**config.mk**
```make
export PLATFORM = sky130hd
export DESIGN_NAME = lccd_timing_gen
export DESIGN_NICKNAME = d
export VERILOG_FILES = /design/src/rtl/lccd_tg_pkg.sv /design/src/rtl/lccd_cfg_latch.sv /design/src/rtl/lccd_pix_clk.sv /design/src/rtl/lccd_line_seq.sv /design/src/rtl/lccd_timing_gen.sv
export SDC_FILE = /design/constraint.sdc
export NUM_CORES = 1
export LEC_CHECK = 0
export ABC_AREA = 0
export CORE_MARGIN = 4
export CORE_UTILIZATION = 60
export CTS_CLUSTER_SIZE = 40
export DETAILED_ROUTE_END_ITERATION = 10
export PLACE_DENSITY_LB_ADDON = 0.3
export REMOVE_ABC_BUFFERS = 1
export SLEW_MARGIN = 20
export SYNTH_ARGS = -nofsm -noshare
export SYNTH_HDL_FRONTEND = slang
export SYNTH_HIERARCHICAL = 1
export SYNTH_SLANG_ARGS = --single-unit
```
**constraint.sdc**
```tcl
create_clock -name clk -period 3.4 [get_ports clk]
set_input_delay 0.51 -clock clk [delete_from_list [all_inputs] [get_ports clk]]
set_output_delay 0.51 -clock clk [all_outputs]
set_load 0.05 [all_outputs]
```
**src/rtl/lccd_tg_pkg.sv**
```systemverilog
package lccd_tg_pkg;

  typedef enum logic [1:0] {
    SEQ_IDLE  = 2'd0,
    SEQ_GATE  = 2'd1,
    SEQ_SETUP = 2'd2,
    SEQ_XFER  = 2'd3
  } seq_state_e;

  // zero-valued interval settings are read as one cycle
  function automatic int floor_one(input int v);
    return (v < 1) ? 1 : v;
  endfunction

  function automatic int min_i(input int a, input int b);
    return (a < b) ? a : b;
  endfunction

  function automatic int max_i(input int a, input int b);
    return (a > b) ? a : b;
  endfunction

  // length of the gate window: the memory transfer pulse wraps the
  // second-row gate with a margin on each side in delay mode
  function automatic int gate_span(input logic dly, input int g, input int m);
    return dly ? (g + 2 * m) : g;
  endfunction

  // sampling offset inside a pixel period, kept inside the period
  function automatic int sample_offset(input int w, input int d, input int h);
    return min_i(w + d, 2 * h - 1);
  endfunction

endpackage

```
**src/rtl/lccd_cfg_latch.sv**
```systemverilog
module lccd_cfg_latch
  import lccd_tg_pkg::*;
#(
  parameter int CW      = 16,
  parameter int HW      = 8,
  parameter int PW      = 12,
  parameter int MIN_PIX = 1047,
  localparam int SPW    = CW + 2,
  localparam int PHW    = HW + 1
) (
  input  logic           clk,
  input  logic           rst_n,
  input  logic           load_i,
  input  logic           delay_mode_i,
  input  logic [HW-1:0]  half_per_i,
  input  logic [PW-1:0]  line_pix_i,
  input  logic [CW-1:0]  gate_w_i,
  input  logic [CW-1:0]  gate_su_i,
  input  logic [CW-1:0]  vt_gap_i,
  input  logic [HW-1:0]  rst_w_i,
  input  logic [HW-1:0]  smp_dly_i,
  output logic           mode_q,
  output logic [SPW-1:0] span_last_q,
  output logic [SPW-1:0] su_last_q,
  output logic [SPW-1:0] gb_on_q,
  output logic [SPW-1:0] gb_off_q,
  output logic [PW-1:0]  n_last_q,
  output logic [PHW-1:0] half_q,
  output logic [PHW-1:0] per_last_q,
  output logic [PHW-1:0] rw_q,
  output logic [PHW-1:0] smp_q
);

  int g_e, m_e, u_e, h_e, n_e, w_e, o_e, on_e, span_e;

  always_comb begin
    g_e    = floor_one(int'(gate_w_i));
    m_e    = floor_one(int'(vt_gap_i));
    u_e    = floor_one(int'(gate_su_i));
    h_e    = floor_one(int'(half_per_i));
    n_e    = max_i(int'(line_pix_i), MIN_PIX);
    w_e    = min_i(floor_one(int'(rst_w_i)), h_e);
    o_e    = sample_offset(w_e, int'(smp_dly_i), h_e);
    span_e = gate_span(delay_mode_i, g_e, m_e);
    on_e   = delay_mode_i ? m_e : 0;
  end

  always_ff @(posedge clk or negedge rst_n) begin
    if (!rst_n) begin
      mode_q      <= 1'b0;
      span_last_q <= '0;
      su_last_q   <= '0;
      gb_on_q     <= '0;
      gb_off_q    <= SPW'(1);
      n_last_q    <= PW'(MIN_PIX - 1);
      half_q      <= PHW'(1);
      per_last_q  <= PHW'(1);
      rw_q        <= PHW'(1);
      smp_q       <= PHW'(1);
    end else if (load_i) begin
      mode_q      <= delay_mode_i;
      span_last_q <= SPW'(span_e - 1);
      su_last_q   <= SPW'(u_e - 1);
      gb_on_q     <= SPW'(on_e);
      gb_off_q    <= SPW'(on_e + g_e);
      n_last_q    <= PW'(n_e - 1);
      half_q      <= PHW'(h_e);
      per_last_q  <= PHW'(2 * h_e - 1);
      rw_q        <= PHW'(w_e);
      smp_q       <= PHW'(o_e);
    end
  end

endmodule

```
**src/rtl/lccd_pix_clk.sv**
```systemverilog
module lccd_pix_clk #(
  parameter int PHW = 9
) (
  input  logic           clk,
  input  logic           rst_n,
  input  logic           run_i,
  input  logic [PHW-1:0] half_i,
  input  logic [PHW-1:0] per_last_i,
  input  logic [PHW-1:0] rw_i,
  input  logic [PHW-1:0] smp_i,
  output logic           ph1_o,
  output logic           ph2_o,
  output logic           prst_o,
  output logic           pval_o,
  output logic           pix_end_o
);

  logic [PHW-1:0] pos_q;

  always_ff @(posedge clk or negedge rst_n) begin
    if (!rst_n)                   pos_q <= '0;
    else if (!run_i)              pos_q <= '0;
    else if (pos_q == per_last_i) pos_q <= '0;
    else                          pos_q <= pos_q + PHW'(1);
  end

  // phase 1 is held high whenever transfer clocking is stopped
  assign ph1_o     = !run_i || (pos_q >= half_i);
  assign ph2_o     = !ph1_o;
  assign prst_o    = run_i && (pos_q < rw_i);
  assign pval_o    = run_i && (pos_q == smp_i);
  assign pix_end_o = run_i && (pos_q == per_last_i);

endmodule

```
**src/rtl/lccd_line_seq.sv**
```systemverilog
module lccd_line_seq
  import lccd_tg_pkg::*;
#(
  parameter int SPW = 18,
  parameter int PW  = 12
) (
  input  logic           clk,
  input  logic           rst_n,
  input  logic [SPW-1:0] span_last_i,
  input  logic [SPW-1:0] su_last_i,
  input  logic [PW-1:0]  n_last_i,
  input  logic           pix_end_i,
  output logic           load_o,
  output logic           in_gate_o,
  output logic           in_xfer_o,
  output logic           line_start_o,
  output logic [SPW-1:0] gate_cnt_o
);

  seq_state_e     st_q;
  logic [SPW-1:0] cnt_q;
  logic [PW-1:0]  pix_q;
  logic           last_pix;

  assign last_pix = pix_end_i && (pix_q == n_last_i);

  always_ff @(posedge clk or negedge rst_n) begin
    if (!rst_n) begin
      st_q  <= SEQ_IDLE;
      cnt_q <= '0;
      pix_q <= '0;
    end else begin
      unique case (st_q)
        SEQ_IDLE: begin
          st_q  <= SEQ_GATE;
          cnt_q <= '0;
        end
        SEQ_GATE: begin
          if (cnt_q == span_last_i) begin
            st_q  <= SEQ_SETUP;
            cnt_q <= '0;
          end else begin
            cnt_q <= cnt_q + SPW'(1);
          end
        end
        SEQ_SETUP: begin
          if (cnt_q == su_last_i) begin
            st_q  <= SEQ_XFER;
            cnt_q <= '0;
            pix_q <= '0;
          end else begin
            cnt_q <= cnt_q + SPW'(1);
          end
        end
        SEQ_XFER: begin
          if (last_pix) begin
            st_q  <= SEQ_GATE;
            cnt_q <= '0;
          end else if (pix_end_i) begin
            pix_q <= pix_q + PW'(1);
          end
        end
        default: st_q <= SEQ_IDLE;
      endcase
    end
  end

  assign load_o       = (st_q == SEQ_IDLE) || ((st_q == SEQ_XFER) && last_pix);
  assign in_gate_o    = (st_q == SEQ_GATE);
  assign in_xfer_o    = (st_q == SEQ_XFER);
  assign line_start_o = in_gate_o && (cnt_q == '0);
  assign gate_cnt_o   = cnt_q;

endmodule

```
**src/rtl/lccd_timing_gen.sv**
```systemverilog
module lccd_timing_gen #(
  parameter int CW      = 16,
  parameter int HW      = 8,
  parameter int PW      = 12,
  parameter int MIN_PIX = 1047
) (
  input  logic          clk,
  input  logic          rst_n,
  input  logic          delay_mode_i,
  input  logic [HW-1:0] half_per_i,
  input  logic [PW-1:0] line_pix_i,
  input  logic [CW-1:0] gate_w_i,
  input  logic [CW-1:0] gate_su_i,
  input  logic [CW-1:0] vt_gap_i,
  input  logic [HW-1:0] rst_w_i,
  input  logic [HW-1:0] smp_dly_i,
  output logic          shclk1_o,
  output logic          shclk2_o,
  output logic          pixrst_o,
  output logic          xgate_a_o,
  output logic          xgate_b_o,
  output logic          mem_xfer_o,
  output logic          line_start_o,
  output logic          pix_valid_o
);

  localparam int SPW = CW + 2;
  localparam int PHW = HW + 1;

  // named internal events, also used by the bound checker
  logic           line_load;
  logic           in_gate;
  logic           in_xfer;
  logic           pix_end;
  logic [SPW-1:0] gate_cnt;
  logic           mode_q;
  logic [SPW-1:0] span_last_q, su_last_q, gb_on_q, gb_off_q;
  logic [PW-1:0]  n_last_q;
  logic [PHW-1:0] half_q, per_last_q, rw_q, smp_q;

  lccd_cfg_latch #(
    .CW(CW), .HW(HW), .PW(PW), .MIN_PIX(MIN_PIX)
  ) u_cfg (
    .clk(clk), .rst_n(rst_n), .load_i(line_load),
    .delay_mode_i(delay_mode_i), .half_per_i(half_per_i),
    .line_pix_i(line_pix_i), .gate_w_i(gate_w_i), .gate_su_i(gate_su_i),
    .vt_gap_i(vt_gap_i), .rst_w_i(rst_w_i), .smp_dly_i(smp_dly_i),
    .mode_q(mode_q), .span_last_q(span_last_q), .su_last_q(su_last_q),
    .gb_on_q(gb_on_q), .gb_off_q(gb_off_q), .n_last_q(n_last_q),
    .half_q(half_q), .per_last_q(per_last_q), .rw_q(rw_q), .smp_q(smp_q)
  );

  lccd_line_seq #(
    .SPW(SPW), .PW(PW)
  ) u_seq (
    .clk(clk), .rst_n(rst_n), .span_last_i(span_last_q),
    .su_last_i(su_last_q), .n_last_i(n_last_q), .pix_end_i(pix_end),
    .load_o(line_load), .in_gate_o(in_gate), .in_xfer_o(in_xfer),
    .line_start_o(line_start_o), .gate_cnt_o(gate_cnt)
  );

  lccd_pix_clk #(
    .PHW(PHW)
  ) u_pix (
    .clk(clk), .rst_n(rst_n), .run_i(in_xfer), .half_i(half_q),
    .per_last_i(per_last_q), .rw_i(rw_q), .smp_i(smp_q),
    .ph1_o(shclk1_o), .ph2_o(shclk2_o), .prst_o(pixrst_o),
    .pval_o(pix_valid_o), .pix_end_o(pix_end)
  );

  // first-row gate and memory transfer share one timing; the second-row
  // gate is a window inside the gate span (the whole span in direct mode)
  assign xgate_a_o  = in_gate;
  assign mem_xfer_o = in_gate;
  assign xgate_b_o  = in_gate && (gate_cnt >= gb_on_q) && (gate_cnt < gb_off_q);

endmodule

```
==> metrics.csv, run 1 <==
stage,metric,value,unit
sta,worst_slack,-1460,ps
global_routing,grt_pass1_wl,56200,µm
global_routing,use_met3,3.78,%
clock_network,cts_tree,built,
global_routing,antenna_found_initial,0,
die,die_w,152,µm
worst_setup_path,start_kind,input pin,
placed_design,gp_congestion,0.944,
sta,finalSetupTns,-12900,ps
die,core_area,20400,µm²
clock_network,cts_hold_buf,0,
drt,wl_per_cell,18.5,µm
sta,maxSlewHeadroom,42.9,%
cells_and_area,layout-drive-gt1-share,25.2,%
die,io-pin-count,95,
clock_network,cts.clk_slew.worst_paths,60,ps
global_routing,grt-ovfl-total,0,
synthesis,synth_cells,1403,
power,powerDensity,321,nW/µm²
die,die_area,23100,µm²
cells_and_area,final_cell_mix,"182 x buf_4, 146 x dfrtp_1, 114 x ha_1",
job,maxCapViolations,0,
clock_network,cts-root-buf,clkbuf_16,
worst_setup_path,rrSetupSlack,500,ps
synthesis,synth_area,12500,µm²
drt,ant_nets,0,
worst_setup_path,r2r-end,u_cfg/per_last_q[2]$_DFFE_PN0P_,
drt,drt_iter0_drc,862,
global_routing,met2_usage,51.8,%
sta,fmax,0.206,GHz
drt,dr.pass1.iters,6,
placed_design,place_area,14700,µm²
global_routing,grt_use_total,29.1,%
global_routing,met1_usage,34.8,%
worst_setup_path,slowest_delay,550,ps
worst_setup_path,path_max_fanout,6,
global_routing,grt_pass1_vias,11600,
worst_setup_path,r2r_start,u_pix/pos_q[2]$_DFF_PN0_,
cells_and_area,antenna_cells,0,
die,start_util,61.2,%
cells_and_area,syn2layout_area_growth,27.3,%
worst_setup_path,cp.depth,25,
die,rows,52,
worst_setup_path,cpMaxStageDelayCell,or4_4,
power,p_leak,0.00741,µW
worst_setup_path,crit_required,3740,ps
placed_design,hpwl,24900,µm
worst_setup_path,critPathCaptureType,flop,
worst_setup_path,critical_path_buf_inv_count,4,
sta,finalCritPeriodShare,143,%
synthesis,avgSynthCellArea,8.88,µm²
clock_network,clock_latency,430,ps
cells_and_area,final_common_cell,buf_4,
worst_setup_path,critPathTopFamily,compound AO/OA/AOI/OAI gates,
clock_network,clock-sinks,154,
clock_network,cts_max_path_buffers,2,
sta,worstMarginPinSlew,850,ps
placed_design,dp_slack,-2370,ps
cells_and_area,fin_area,15900,µm²
drt,routed-via-count,11500,
cells_and_area,nNetsFinal,1826,
placed_design,io_buffers,94,
sta,fin_skew,10.4,ps
worst_setup_path,reg2regPathDepth,8,
clock_network,numCtsBuffers,17,
drt,totalWireLength,35200,µm
drt,drc,0,
clock_network,htreeDepth,4,
synthesis,yosysWarnings,6,
sta,fin_crit,4860,ps
cells_and_area,nFillCells,1271,
die,dieHeight,152,µm
global_routing,grt_max_degree,65,
run_status,status,finished with violations,
run_status,violations,setup timing,
sta,rsz0062_at_grt,true,
drt,viasPerCell,6.05,
worst_setup_path,arrival,5190,ps
sta,hold_viol_final,0,
sta,setup_viol,12,
sta,drv_slew,0,
worst_setup_path,path_class,input pin to flop,
hold_path,min_path_type,input pin to async pin,
power,ir_drop,0.336,mV
global_routing,top_usage_layer,met2,
==> metrics by stage <==
stage | power (µW) | std cells | util, % | hold WS, ps
3_5_place_dp | 3000 | 1842 | 72.0 | 470
6_report | 5100 | 1899 | 77.9 | 67.3
4_1_cts | 4990 | 1891 | 76.6 | 84.7
5_1_grt | 5310 | 1899 | 77.9 | 107
3_3_place_gp | 2960 | 1842 | 72.0 | 468
2_1_floorplan | 2430 | 1308 | - | 214
==> worst reg2reg max path, cell delays in order (launching register included) <==
cell     delay (ps)
dfrtp_1         600
xnor2_1         170
nand4_1         220
nor4_1           80
and2_1          220
a31o_4          280
inv_1           340
buf_4           490
mux2_2          390
==> flip-flops by register name, indices dropped and copies added, names as in the netlist <==
signal	flops
u_cfg/half_q	8
u_cfg/span_last_q	18
u_cfg/su_last_q	17
u_cfg/rw_q	8
u_pix/pos_q	9
u_seq/gate_cnt_o	18
u_cfg/per_last_q	8
u_seq/pix_q	12
u_cfg/gb_off_q	17
u_seq/st_q	2
u_cfg/n_last_q	12
u_cfg/smp_q	9
u_cfg/gb_on_q	16
==> worst max-delay path by stage <==
stage / start / slack, ps / endpoint
2_1_floorplan: half_per_i[4] / -2160 / u_cfg/smp_q[4]$_DFFE_PN0P_
3_3_place_gp: half_per_i[4] / -2140 / u_cfg/smp_q[4]$_DFFE_PN0P_
3_5_place_dp: half_per_i[4] / -2370 / u_cfg/smp_q[4]$_DFFE_PN0P_
4_1_cts: half_per_i[2] / -1340 / u_cfg/smp_q[4]$_DFFE_PN0P_
5_1_grt: half_per_i[3] / -1620 / u_cfg/smp_q[4]$_DFFE_PN0P_
6_report: half_per_i[2] / -1460 / u_cfg/smp_q[3]$_DFFE_PN0P_
==> area by class of cell <==
| type | instances | area [µm²] | share of cell area (%) |
|---|---|---|---|
| multi-input combinational | 1052 | 8240 | 51.9 |
| tap | 270 | 338 | 2.13 |
| sequential | 154 | 3860 | 24.3 |
| inverter | 102 | 383 | 2.41 |
| clock inverter | 13 | 145 | 0.914 |
| timing repair buffer | 289 | 2470 | 15.6 |
| clock buffer | 19 | 433 | 2.73 |
==> power by group <==
group | internal [µW] | switching (µW) | total (µW) | leakage [µW]
logic | 718 | 679 | 1400 | 0.00509
registers | 1830 | 0 | 1830 | 0.00206
clock network | 1080 | 787 | 1870 | 0.000262
total | 3640 | 1470 | 5100 | 0.00741
==> layer usage <==
metal / vias up / wire (µm)
met4: 0 / 1600
li1: 5412 / -
met2: 424 / 18000
met1: 5541 / 13900
met3: 120 / 1730
met5: - / 0
==> repair_timing <==
| item | CTS | global route |
|---|---|---|
| setup endpoints to repair | 27 | 29 |
| resized for setup | 114 | 65 |
| pin swaps | 48 | 44 |
| buffers inserted | 17 | 9 |
| cloned | 1 | 0 |
Power figures use the tool's default switching activity.
==> run 2, diff against run 1 <==
--- a/config.mk
+++ b/config.mk
@@ -17,3 +17,4 @@
 export SYNTH_HDL_FRONTEND = slang
 export SYNTH_HIERARCHICAL = 1
 export SYNTH_SLANG_ARGS = --single-unit
+export TNS_END_PERCENT = 50
==> metrics.csv, run 2 (synthesis results as in run 1) <==
stage,metric,value,unit,change
sta,worst_slack,-1470,ps,was -1460 ps
worst_setup_path,start_kind,input pin,,unchanged
cells_and_area,nNetsFinal,1826,,unchanged
sta,fin_crit,4870,ps,was 4860 ps
global_routing,grt_pass1_vias,11600,,about the same
sta,finalSetupTns,-12970,ps,was -12900 ps
job,maxCapViolations,0,,unchanged
worst_setup_path,critical_path_buf_inv_count,3,,was 4
drt,routed-via-count,11500,,about the same
power,powerDensity,322,nW/µm²,was 321 nW/µm²
die,rows,52,,unchanged
power,p_total,5100,µW,about the same
die,die_area,23100,µm²,unchanged
die,start_util,61.2,%,unchanged
clock_network,cts_tree,built,,unchanged
clock_network,htreeDepth,4,,unchanged
clock_network,cts_max_path_buffers,2,,unchanged
power,p_leak,0.00740,µW,was 0.00741 µW
run_status,status,finished with violations,,unchanged
worst_setup_path,crit_required,3710,ps,was 3740 ps
sta,fmax,0.205,GHz,was 0.206 GHz
placed_design,place_area,14700,µm²,unchanged
worst_setup_path,path_cells,buf_6 -> or4_4 -> o41ai_4 -> a21boi_1 -> o21a_1 -> o21ai_1 -> a31o_2 -> mux2i_2 -> inv_1 -> ha_1 -> a21o_1 -> a21oi_2 -> o21ai_2 -> a21o_1 -> a21oi_2 -> xnor2_2 -> ha_1 -> a21o_1 -> a21oi_2 -> o31ai_1 -> a41oi_2 -> buf_6 -> mux2i_1 -> mux2_4,,
global_routing,grt_pass1_wl,56300,µm,was 56200 µm
global_routing,grt-ovfl-total,0,,unchanged
placed_design,hpwl,24900,µm,unchanged
clock_network,clock-sinks,154,,unchanged
die,io-pin-count,95,,unchanged
clock_network,numCtsBuffers,17,,unchanged
die,die_w,152,µm,unchanged
clock_network,cts.clk_slew.worst_paths,60,ps,about the same
worst_setup_path,critPathTopFamily,compound AO/OA/AOI/OAI gates,,unchanged
worst_setup_path,cpMaxStageDelayCell,or4_4,,unchanged
power,ir_drop,0.334,mV,was 0.336 mV
global_routing,grt_use_total,29.1,%,about the same
worst_setup_path,reg2regPathDepth,9,,was 8
sta,finalCritPeriodShare,143,%,about the same
cells_and_area,fin_area,15800,µm²,was 15900 µm²
sta,maxSlewHeadroom,45.8,%,was 42.9%
cells_and_area,syn2layout_area_growth,27.0,%,was 27.3%
placed_design,gp_congestion,0.944,,unchanged
sta,worstMarginPinSlew,807,ps,was 850 ps
worst_setup_path,r2r-end,u_cfg/span_last_q[17]$_DFFE_PN0P_,,was u_cfg/per_last_q[2]$_DFFE_PN0P_
clock_network,cts-root-buf,clkbuf_16,,unchanged
sta,setup_viol,11,,was 12
cells_and_area,layout-drive-gt1-share,25.3,%,was 25.2%
drt,viasPerCell,6.04,,was 6.05
sta,fin_skew,11.8,ps,was 10.4 ps
worst_setup_path,path_class,input pin to flop,,unchanged
worst_setup_path,arrival,5180,ps,was 5190 ps
placed_design,io_buffers,94,,unchanged
global_routing,antenna_found_initial,0,,unchanged
worst_setup_path,critPathCaptureType,flop,,unchanged
hold_path,min_path_type,input pin to async pin,,unchanged
cells_and_area,final_common_cell,buf_4,,unchanged
sta,drv_slew,0,,unchanged
drt,totalWireLength,35100,µm,was 35200 µm
drt,drc,0,,unchanged
drt,ant_nets,0,,unchanged
sta,hold_viol_final,0,,unchanged
cells_and_area,final_cell_mix,"184 x buf_4, 146 x dfrtp_1, 115 x ha_1",,"was 182 x buf_4, 146 x dfrtp_1, 114 x ha_1"
drt,wl_per_cell,18.5,µm,about the same
die,dieHeight,152,µm,unchanged
run_status,violations,setup timing,,unchanged
worst_setup_path,cp.depth,24,,was 25
worst_setup_path,slowest_delay,550,ps,about the same
worst_setup_path,path_max_fanout,6,,unchanged
clock_network,clock_latency,430,ps,about the same
global_routing,grt_max_degree,65,,unchanged
drt,dr.pass1.iters,5,,was 6
sta,rsz0062_at_grt,true,,unchanged
worst_setup_path,r2r_start,u_pix/pos_q[2]$_DFF_PN0_,,unchanged
worst_setup_path,rrSetupSlack,460,ps,was 500 ps
die,core_area,20400,µm²,unchanged
cells_and_area,antenna_cells,0,,unchanged
drt,drt_iter0_drc,816,,was 862
## run 2: changes by cell type in the layout (fill, tap and decap cells not counted), sizes merged
cell	delta
buf	+1
dlymetal6s2s	-1
clkdlybuf4s50	+1
clkdlybuf4s15	-5
clkbuf	+4
## run 2: worst max-delay path by stage
stage	startpoint	to	slack, ps
after floorplan	half_per_i[4]	u_cfg/smp_q[4]$_DFFE_PN0P_	-2160
after global placement	half_per_i[4]	u_cfg/smp_q[4]$_DFFE_PN0P_	-2140
after detailed placement	half_per_i[4]	u_cfg/smp_q[4]$_DFFE_PN0P_	-2370
after CTS	half_per_i[2]	u_cfg/smp_q[4]$_DFFE_PN0P_	-1340
after global routing	half_per_i[3]	u_cfg/smp_q[4]$_DFFE_PN0P_	-1620
final	half_per_i[2]	u_cfg/smp_q[4]$_DFFE_PN0P_	-1470
## run 2: worst reg2reg max path, delay by kind of cell (launching register included)
family	cells	cell delay [ps]
compound gates	2	550
xor+xnor	1	290
buf+inv	1	210
flops	1	530
simple gates	5	1300
## run 2: layout make-up
| class | instances | area [µm²] |
|---|---|---|
| Clock inverter | 13 | 145 |
| Multi-Input combinational cell | 1052 | 8220 |
| Fill cell | 1288 | 4540 |
| Inverter | 102 | 383 |
| Timing Repair Buffer | 289 | 2450 |
| Sequential cell | 154 | 3860 |
| Tap cell | 270 | 338 |
| Clock buffer | 19 | 433 |
## run 2: power breakdown
group	switching (µW)	internal (µW)	total, µW
sequential	0	1830	1830
combinational	675	714	1390
clock	789	1080	1870
## run 2: per-layer routing
metal / GRT usage [%] / routed length [µm] / up-vias
met1: 34.7 / 14100 / 5553
met5: 0 / 0 / -
met4: 13.8 / 1490 / 0
li1: - / - / 5420
met2: 52.0 / 18100 / 391
met3: 3.86 / 1450 / 114
## run 2: through the flow
| stage | instances | hold slack, ps | utilization [%] | setup WS (ps) |
|---|---|---|---|---|
| finish | 1899 | 67.6 | 77.7 | -1470 |
| global route | 1899 | 107 | 77.7 | -1620 |
| CTS | 1890 | 84.7 | 76.5 | -1340 |
| detailed placement | 1842 | 470 | 72.0 | -2370 |
| global placement | 1842 | 468 | 72.0 | -2140 |
| floorplan | 1308 | 214 | - | -2160 |
## run 2: repair_timing
| action | CTS | global route |
|---|---|---|
| pin swaps | 47 | 37 |
| gates cloned | 1 | 0 |
| resized for setup | 112 | 69 |
| hold buffers | 0 | 0 |
| hold endpoints to repair | 0 | 0 |
| setup buffers | 16 | 10 |
| setup endpoints to repair | 27 | 30 |
==> run 3, diff against run 2 <==
--- a/config.mk
+++ b/config.mk
@@ -12,7 +12,7 @@
 export DETAILED_ROUTE_END_ITERATION = 10
 export PLACE_DENSITY_LB_ADDON = 0.3
 export REMOVE_ABC_BUFFERS = 1
-export SLEW_MARGIN = 20
+export SLEW_MARGIN = 25
 export SYNTH_ARGS = -nofsm -noshare
 export SYNTH_HDL_FRONTEND = slang
 export SYNTH_HIERARCHICAL = 1
==> results of run 3 <==
Same layout as run 2: the final DEF is identical, and so are final timing and power.
